### src/rtl/vport_pkg.sv
package vport_pkg;

  typedef enum logic [1:0] {
    FMT_YUV422 = 2'd0,
    FMT_YUV411 = 2'd1,
    FMT_RGB565 = 2'd2,
    FMT_EMB8   = 2'd3
  } vport_fmt_e;

  // limit a Y/Cb/Cr sample to 1..254
  function automatic logic [7:0] lim_sample(input logic [7:0] x);
    if (x == 8'h00)      return 8'h01;
    else if (x == 8'hFF) return 8'hFE;
    else                 return x;
  endfunction

  // one byte of an embedded timing word; idx 0..3 within the code
  function automatic logic [7:0] code_byte(input logic [1:0] idx, input logic f,
                                           input logic v, input logic h);
    case (idx)
      2'd0:    return 8'hFF;
      2'd3:    return {1'b1, f, v, h, v ^ h, f ^ h, f ^ v, f ^ v ^ h};
      default: return 8'h00;
    endcase
  endfunction

endpackage

### src/rtl/vport_timing.sv
module vport_timing #(
  parameter int LINE_CLKS = 1716,
  parameter int ACT_START = 256,
  parameter int NPIX      = 720,
  localparam int HCW      = $clog2(LINE_CLKS)
) (
  input  logic           clk,
  input  logic           rst,
  output logic [HCW-1:0] hcnt_o,
  output logic           act_o,
  output logic           href_o
);

  localparam int ACT_END = ACT_START + 2 * NPIX;

  logic [HCW-1:0] hcnt_q;
  logic           href_q;

  always_ff @(posedge clk) begin
    if (rst)                                  hcnt_q <= '0;
    else if (hcnt_q == HCW'(LINE_CLKS - 1))   hcnt_q <= '0;
    else                                      hcnt_q <= hcnt_q + 1'b1;
  end

  assign act_o  = (hcnt_q >= HCW'(ACT_START)) && (hcnt_q < HCW'(ACT_END));
  assign hcnt_o = hcnt_q;

  always_ff @(posedge clk) begin
    if (rst) href_q <= 1'b0;
    else     href_q <= act_o;
  end
  assign href_o = href_q;

  // checker: length of every high run of the horizontal reference
  logic [HCW:0] run_q;
  always_ff @(posedge clk) begin
    if (rst)         run_q <= '0;
    else if (href_q) run_q <= run_q + 1'b1;
    else             run_q <= '0;
  end


  href_width_chk: assert property (@(posedge clk) disable iff (rst)
    $fell(href_q) |-> (run_q == (HCW+1)'(2 * NPIX)));

endmodule

### src/rtl/vport_bypass.sv
module vport_bypass #(
  parameter int DLY = 4
) (
  input  logic       clk,
  input  logic       rst,
  input  logic       vwin_i,
  input  logic       byp_en_i,
  input  logic [1:0] sel_hi_i,
  input  logic [1:0] sel_lo_i,
  output logic       vwin_d_o,
  output logic       byp_hi_o,
  output logic       byp_lo_o
);

  logic [DLY-1:0] hist_q;

  generate
    if (DLY == 1) begin : g_one
      always_ff @(posedge clk) begin
        if (rst) hist_q <= '0;
        else     hist_q <= vwin_i;
      end
    end else begin : g_many
      always_ff @(posedge clk) begin
        if (rst) hist_q <= '0;
        else     hist_q <= {hist_q[DLY-2:0], vwin_i};
      end
    end
  endgenerate

  assign vwin_d_o = hist_q[DLY-1];

  logic [1:0] sel   [2];
  logic [1:0] lane_on;
  assign sel[0] = sel_lo_i;
  assign sel[1] = sel_hi_i;

  for (genvar l = 0; l < 2; l++) begin : g_lane
    always_comb begin
      case (sel[l])
        2'd0:    lane_on[l] = byp_en_i;
        2'd1:    lane_on[l] = byp_en_i & vwin_i;
        2'd2:    lane_on[l] = byp_en_i & hist_q[DLY-1];
        default: lane_on[l] = 1'b0;
      endcase
    end
  end

  assign byp_lo_o = lane_on[0];
  assign byp_hi_o = lane_on[1];

endmodule

### src/rtl/vport_pack.sv
module vport_pack
  import vport_pkg::*;
#(
  parameter int LINE_CLKS = 1716,
  parameter int ACT_START = 256,
  parameter int NPIX      = 720,
  localparam int HCW      = $clog2(LINE_CLKS)
) (
  input  logic           clk,
  input  logic           rst,
  input  logic [HCW-1:0] hcnt_i,
  input  logic           act_i,
  input  logic [1:0]     fmt_i,
  input  logic [1:0]     qual_sel_i,
  input  logic           vwin_i,
  input  logic           field_i,
  input  logic [7:0]     y_i,
  input  logic [7:0]     cb_i,
  input  logic [7:0]     cr_i,
  input  logic [7:0]     r_i,
  input  logic [7:0]     g_i,
  input  logic [7:0]     b_i,
  input  logic [7:0]     adc1_i,
  input  logic [7:0]     adc2_i,
  input  logic           byp_hi_i,
  input  logic           byp_lo_i,
  output logic [15:0]    data_o,
  output logic           cref_o
);

  localparam int ACT_END = ACT_START + 2 * NPIX;

  vport_fmt_e fmt;
  assign fmt = vport_fmt_e'(fmt_i);

  logic [HCW-1:0] ofs, sav_ofs, eav_ofs;
  logic           in_sav, in_eav;
  logic [1:0]     grp;
  logic [7:0]     yc, cbc, crc;
  logic [7:0]     cb_l_q, cr_l_q, cb_sh, cr_sh;
  logic [7:0]     hi_n, lo_n;
  logic           upd, qual_int, cref_n;

  assign ofs     = hcnt_i - HCW'(ACT_START);
  assign sav_ofs = hcnt_i - HCW'(ACT_START - 4);
  assign eav_ofs = hcnt_i - HCW'(ACT_END);
  assign in_sav  = (hcnt_i >= HCW'(ACT_START - 4)) && (hcnt_i < HCW'(ACT_START));
  assign in_eav  = (hcnt_i >= HCW'(ACT_END)) && (hcnt_i < HCW'(ACT_END + 4));
  assign grp     = ofs[2:1];

  assign yc  = lim_sample(y_i);
  assign cbc = lim_sample(cb_i);
  assign crc = lim_sample(cr_i);

  // 4:1:1 chroma pair taken at the first pixel of each group of four
  always_ff @(posedge clk) begin
    if (rst) begin
      cb_l_q <= '0;
      cr_l_q <= '0;
    end else if (act_i && !hcnt_i[0] && grp == 2'd0) begin
      cb_l_q <= cbc;
      cr_l_q <= crc;
    end
  end

  assign cb_sh = ((grp == 2'd0) ? cbc : cb_l_q) << {grp, 1'b0};
  assign cr_sh = ((grp == 2'd0) ? crc : cr_l_q) << {grp, 1'b0};

  always_comb begin
    hi_n = 8'h10;
    lo_n = 8'h80;
    case (fmt)
      FMT_YUV422: if (act_i) begin
        hi_n = yc;
        lo_n = ofs[1] ? crc : cbc;
      end
      FMT_YUV411: if (act_i) begin
        hi_n = yc;
        lo_n = {cb_sh[7:6], cr_sh[7:6], 4'b0000};
      end
      FMT_RGB565: begin
        hi_n = act_i ? {r_i[7:3], g_i[7:5]} : 8'h00;
        lo_n = act_i ? {g_i[4:2], b_i[7:3]} : 8'h00;
      end
      default: begin
        lo_n = 8'h00;
        if (in_sav)
          hi_n = code_byte(sav_ofs[1:0], field_i, ~vwin_i, 1'b0);
        else if (in_eav)
          hi_n = code_byte(eav_ofs[1:0], field_i, ~vwin_i, 1'b1);
        else if (act_i && vwin_i)
          case (ofs[1:0])
            2'd0:    hi_n = cbc;
            2'd2:    hi_n = crc;
            default: hi_n = yc;
          endcase
        else
          hi_n = hcnt_i[0] ? 8'h10 : 8'h80;
      end
    endcase
  end

  assign upd      = (fmt == FMT_EMB8) || !hcnt_i[0];
  assign qual_int = (fmt == FMT_EMB8) ? (act_i && vwin_i) : !hcnt_i[0];

  always_comb begin
    case (qual_sel_i)
      2'd0:    cref_n = qual_int;
      2'd1:    cref_n = qual_int & vwin_i;
      default: cref_n = 1'b1;
    endcase
  end

  logic [15:0] data_q;
  logic        cref_q;

  always_ff @(posedge clk) begin
    if (rst) begin
      data_q <= '0;
      cref_q <= 1'b0;
    end else begin
      if (byp_hi_i) data_q[15:8] <= adc1_i;
      else if (upd) data_q[15:8] <= hi_n;
      if (byp_lo_i) data_q[7:0]  <= adc2_i;
      else if (upd) data_q[7:0]  <= lo_n;
      cref_q <= cref_n;
    end
  end

  assign data_o = data_q;
  assign cref_o = cref_q;


  xy_prot_chk: assert property (@(posedge clk) disable iff (rst)
    (fmt_i == 2'd3 && !byp_hi_i && in_eav && eav_ofs[1:0] == 2'd3)
    |=> (data_q[15:12] == {1'b1, $past(field_i), ~$past(vwin_i), 1'b1})
        && (data_q[11] == (data_q[13] ^ data_q[12]))
        && (data_q[8] == (data_q[14] ^ data_q[13] ^ data_q[12])));

endmodule

### src/rtl/vport_fmt.sv
module vport_fmt #(
  parameter int LINE_CLKS = 1716,
  parameter int ACT_START = 256,
  parameter int NPIX      = 720,
  parameter int VDLY      = 4
) (
  input  logic        clk,
  input  logic        rst,
  input  logic [1:0]  fmt_i,
  input  logic [1:0]  qual_sel_i,
  input  logic        byp_en_i,
  input  logic [1:0]  byp_hi_sel_i,
  input  logic [1:0]  byp_lo_sel_i,
  input  logic        vref_dly_i,
  input  logic        oe_data_i,
  input  logic        oe_sync_i,
  input  logic        fei_i,
  input  logic        vwin_i,
  input  logic        field_i,
  input  logic [7:0]  y_i,
  input  logic [7:0]  cb_i,
  input  logic [7:0]  cr_i,
  input  logic [7:0]  r_i,
  input  logic [7:0]  g_i,
  input  logic [7:0]  b_i,
  input  logic [7:0]  adc1_i,
  input  logic [7:0]  adc2_i,
  output logic [15:0] vp_data_o,
  output logic        vp_oe_o,
  output logic        sync_oe_o,
  output logic        cref_o,
  output logic        href_o,
  output logic        vref_o
);

  localparam int HCW = $clog2(LINE_CLKS);

  logic [HCW-1:0] hcnt;
  logic           act, vwin_d, byp_hi, byp_lo;

  vport_timing #(.LINE_CLKS(LINE_CLKS), .ACT_START(ACT_START), .NPIX(NPIX)) u_timing (
    .clk(clk), .rst(rst), .hcnt_o(hcnt), .act_o(act), .href_o(href_o)
  );

  vport_bypass #(.DLY(VDLY)) u_bypass (
    .clk(clk), .rst(rst), .vwin_i(vwin_i), .byp_en_i(byp_en_i),
    .sel_hi_i(byp_hi_sel_i), .sel_lo_i(byp_lo_sel_i),
    .vwin_d_o(vwin_d), .byp_hi_o(byp_hi), .byp_lo_o(byp_lo)
  );

  vport_pack #(.LINE_CLKS(LINE_CLKS), .ACT_START(ACT_START), .NPIX(NPIX)) u_pack (
    .clk(clk), .rst(rst), .hcnt_i(hcnt), .act_i(act), .fmt_i(fmt_i),
    .qual_sel_i(qual_sel_i), .vwin_i(vwin_i), .field_i(field_i),
    .y_i(y_i), .cb_i(cb_i), .cr_i(cr_i), .r_i(r_i), .g_i(g_i), .b_i(b_i),
    .adc1_i(adc1_i), .adc2_i(adc2_i), .byp_hi_i(byp_hi), .byp_lo_i(byp_lo),
    .data_o(vp_data_o), .cref_o(cref_o)
  );

  logic vref_q, oe_q, soe_q;

  always_ff @(posedge clk) begin
    if (rst) begin
      vref_q <= 1'b0;
      oe_q   <= 1'b0;
      soe_q  <= 1'b0;
    end else begin
      vref_q <= vref_dly_i ? vwin_d : vwin_i;
      oe_q   <= oe_data_i & ~fei_i;
      soe_q  <= oe_sync_i;
    end
  end

  assign vref_o    = vref_q;
  assign vp_oe_o   = oe_q;
  assign sync_oe_o = soe_q;


  fei_release_chk: assert property (@(posedge clk) disable iff (rst)
    (oe_data_i && fei_i) |=> !vp_oe_o);


  sample_limit_chk: assert property (@(posedge clk) disable iff (rst)
    (fmt_i == 2'd0 && !byp_en_i && !hcnt[0])
    |=> (vp_data_o[15:8] != 8'h00) && (vp_data_o[15:8] != 8'hFF)
        && (vp_data_o[7:0] != 8'h00) && (vp_data_o[7:0] != 8'hFF));


  qual_toggle_chk: assert property (@(posedge clk) disable iff (rst)
    (qual_sel_i == 2'd0 && fmt_i != 2'd3 && $stable(qual_sel_i) && $stable(fmt_i))
    |=> (cref_o != $past(cref_o)));


  word_hold_chk: assert property (@(posedge clk) disable iff (rst)
    (fmt_i != 2'd3 && !byp_en_i && hcnt[0]) |=> $stable(vp_data_o));

endmodule

### config.mk
export PLATFORM = sky130hd
export DESIGN_NAME = vport_fmt
export DESIGN_NICKNAME = d
export VERILOG_FILES = /design/src/rtl/vport_pkg.sv /design/src/rtl/vport_timing.sv /design/src/rtl/vport_bypass.sv /design/src/rtl/vport_pack.sv /design/src/rtl/vport_fmt.sv
export SDC_FILE = /design/constraint.sdc
export NUM_CORES = 1
export LEC_CHECK = 0
export ABC_AREA = 0
export BUFFER_PORTS_ARGS = -buffer_cell sky130_fd_sc_hd__buf_4
export CAP_MARGIN = 0
export CORE_MARGIN = 2
export CORE_UTILIZATION = 30
export CTS_CLUSTER_DIAMETER = 40
export DETAILED_ROUTE_END_ITERATION = 7
export PLACE_DENSITY = 0.53
export SLEW_MARGIN = 20
export SYNTH_ARGS = -nofsm -noshare
export SYNTH_HDL_FRONTEND = slang
export SYNTH_SLANG_ARGS = --single-unit
export TNS_END_PERCENT = 30
### constraint.sdc
create_clock -name clk -period 7.8 [get_ports clk]
set_clock_uncertainty 0.15 [all_clocks]
set_input_delay 1.56 -clock clk [delete_from_list [all_inputs] [get_ports clk]]
set_output_delay 1.56 -clock clk [all_outputs]
set_load 0.03 [all_outputs]
==> reports/results.tsv <==
metric	value	unit
outcome	complete, no violations	
drt-total-wl	10000	microns
grt_util_all_layers	18.1	%
p_seq_share	46.7	%
grt_pass1_wl	16100	microns
grt_max_degree	41	
first_global_vias	3020	
ir_drop	61.9	uV
drive_gt1_share	25.6	%
post-dp-hpwl	7550	microns
clock_latency	0.30	ns
dieHeight	105	microns
synthCells	373	
finalCriticalPeriod	3.41	ns
placementRows	36	
drt-vias-per-instance	5.33	
avgRoutedWirePerCell	17.3	microns
power.switching	0.175	mW
hold_violations	0	
numCtsBuffers	5	
cts_tree	done	
cts-root-buf	clkbuf_8	
hold_end	u_bypass.hist_q[2]	
n_antenna_cell	0	
cp_data_required_time	7.84	ns
synth_edf_count	0	
drv_cap	0	
hold_depth	1	
total_power	0.564	mW
post_cts_buffers	0	
die_w	105	microns
antenna_found_initial	0	
setup_tns	0	ns
io_buffer_count	93	
yosysUniqueCellTypes	61	
syn_nets	457	
yosysWarnings	0	
area_growth	27.0	%
timing.rr.start	u_timing.hcnt_o[1]	
worstSetupPathType	in2reg	
power_frac_comb	25.4	%
slew_viol_final	0	
synth_seq_cells	48	
setup_viol	0	
postSynthAreaPerCell	8.21	sq um
clkSlewWorstSetupHoldPaths	0.09	ns
clk_path_buf_depth	2	
rrSetupSlack	4.85	ns
relSlewSlack	43.9	%
clock_sinks	48	
p_int	0.389	mW
io_pins	102	
synthFlopType	dfxtp_1	
fmax	294	MHz
first_iter_violations	126	
cp_max_fo	20	
initial_core_util	31.1	%
dr.pass1.iters	4	
hold_class	reg2reg	
place_congestion	0.884	
p_leak	1.62	nW
grt_overflow	0	
synth_seq_area_share	31.4	%
p_per_area	145	mW/mm^2
via_count	3084	
rsz0062_at_grt	false	
reg2reg_to	u_pack.data_o[13]	
route.detailed.drc	0	
synth_area	0.00306	sq mm
layout.nets	529	
startpoint_type	input pin	
dieArea	0.0110	sq mm
ctsHoldBuffers	0	
worst-r2r-cell-count	7	
finalCritPeriodShare	43.7	%
cts-htree-levels	2	
critPathArrivalTime	3.44	ns
p_clk_share	27.8	%
synthArstFlopShare	0	%
endpoint_kind	flop	
worstMarginPinSlew	0.840	ns
swShare	31.0	%
ant_nets	0	
core_area	0.00986	sq mm
hold_start	u_bypass.hist_q[1]	
cts_resized	0	
cells in the mapped netlist (5+ instances only):
cell	instances	area share (%)
nor2b_1	7	1.4
nor2_1	43	5.3
a211oi_1	7	1.7
mux2i_1	22	7.2
buf_2	5	0.82
a2111oi_0	6	1.7
o21ai_0	14	2.3
o211ai_1	7	1.7
dfxtp_1	48	31
xnor2_1	6	1.7
inv_1	15	1.8
a221oi_1	9	2.6
a22oi_1	6	1.5
nand4_1	6	1.2
nand3_1	12	2.0
nor3_1	6	0.98
a21oi_1	23	3.8
nand2_1	23	2.8
clkbuf_1	20	2.4
nor4_1	7	1.4
xor2_1	6	1.7
worst max path at each step:
stage / from / end / slack [ns] / depth (start not counted)
2_1_floorplan: vwin_i / u_pack.data_o[0] / 4.71 / 7
3_3_place_gp: fmt_i[1] / u_pack.data_o[0] / 4.07 / 6
3_5_place_dp: fmt_i[1] / u_pack.data_o[0] / 4.07 / 6
4_1_cts: fmt_i[1] / u_pack.data_o[0] / 4.38 / 6
5_1_grt: fmt_i[1] / u_pack.data_o[0] / 4.14 / 6
6_report: fmt_i[1] / u_pack.data_o[0] / 4.39 / 6
flip-flops by register name, indices dropped and copies added, names as in the netlist:
register / count
u_pack.data_o: 16
u_timing.hcnt_o: 11
u_pack.cb_l_q: 6
u_pack.cr_l_q: 6
u_bypass.hist_q: 4
sync_oe_o: 1
u_pack.cref_o: 1
u_timing.href_o: 1
vp_oe_o: 1
vref_o: 1
power groups by stage:
stage          sequential (mW)  combinational, mW  clock (mW)
2_1_floorplan            0.275             0.0718           0
3_3_place_gp             0.269              0.142           0
4_1_cts                  0.264              0.143       0.164
5_1_grt                  0.265              0.156       0.174
6_report                 0.263              0.143       0.157
3_5_place_dp             0.269              0.143           0
final cells by class:
class,count,area [sq um]
Multi-Input combinational cell,281,1910
Fill cell,1037,5970
Inverter,16,60.1
Timing Repair Buffer,93,698
Sequential cell,48,961
Clock inverter,1,7.51
Tap cell,133,166
Clock buffer,7,86.3
stage by stage:
step                      instances  cell area, sq um  hold WS [ns]  worst slack (ns)  util (%)
final                           579              3890         0.301              4.39      39.5
after global routing            579              3890         0.316              4.14      39.5
after CTS                       579              3890         0.305              4.38      39.4
after detailed placement        571              3790         0.285              4.07      38.5
after global placement          571              3790         0.270              4.07      38.5
after floorplan                 373              3060         0.264              4.71         -
cell usage in the layout (no fill, tap or decap), types with 9 or more instances in the layout:
| cell | instances |
|---|---|
| buf_4 | 93 |
| dfxtp_1 | 48 |
| nor2_1 | 43 |
| nand2_1 | 23 |
| mux2i_1 | 22 |
| a21oi_1 | 22 |
| inv_1 | 15 |
| o21ai_0 | 14 |
| nand3_1 | 12 |
| a221oi_1 | 9 |
routing by layer:
layer / global-route usage [%] / vias up / part of all wire (%)
met5: 0 / - / 0
met4: 4.67 / 0 / 1.1
met3: 3.62 / 11 / 6.4
met2: 29.5 / 104 / 46
met1: 24.2 / 1429 / 46
li1: - / 1540 / -
cells by family after synthesis:
logic type,count (synthesis),synth area share [%]
AND/OR/NAND/NOR,127,21.3
flip-flops,48,31.4
adder cells (fa/ha/maj),3,1.23
buffers and inverters,44,6.33
AO/OA/AOI/OAI,112,26.2
multiplexers,27,10.1
XOR/XNOR,12,3.43
worst max-delay path, stage by stage:
cell and delay (ns):
buf_4 0.18, nand2_1 0.24, nand2_1 0.31, a21oi_1 0.67, a211oi_1 0.10, a2111oi_0 0.36
Power figures use the tool's default switching activity.
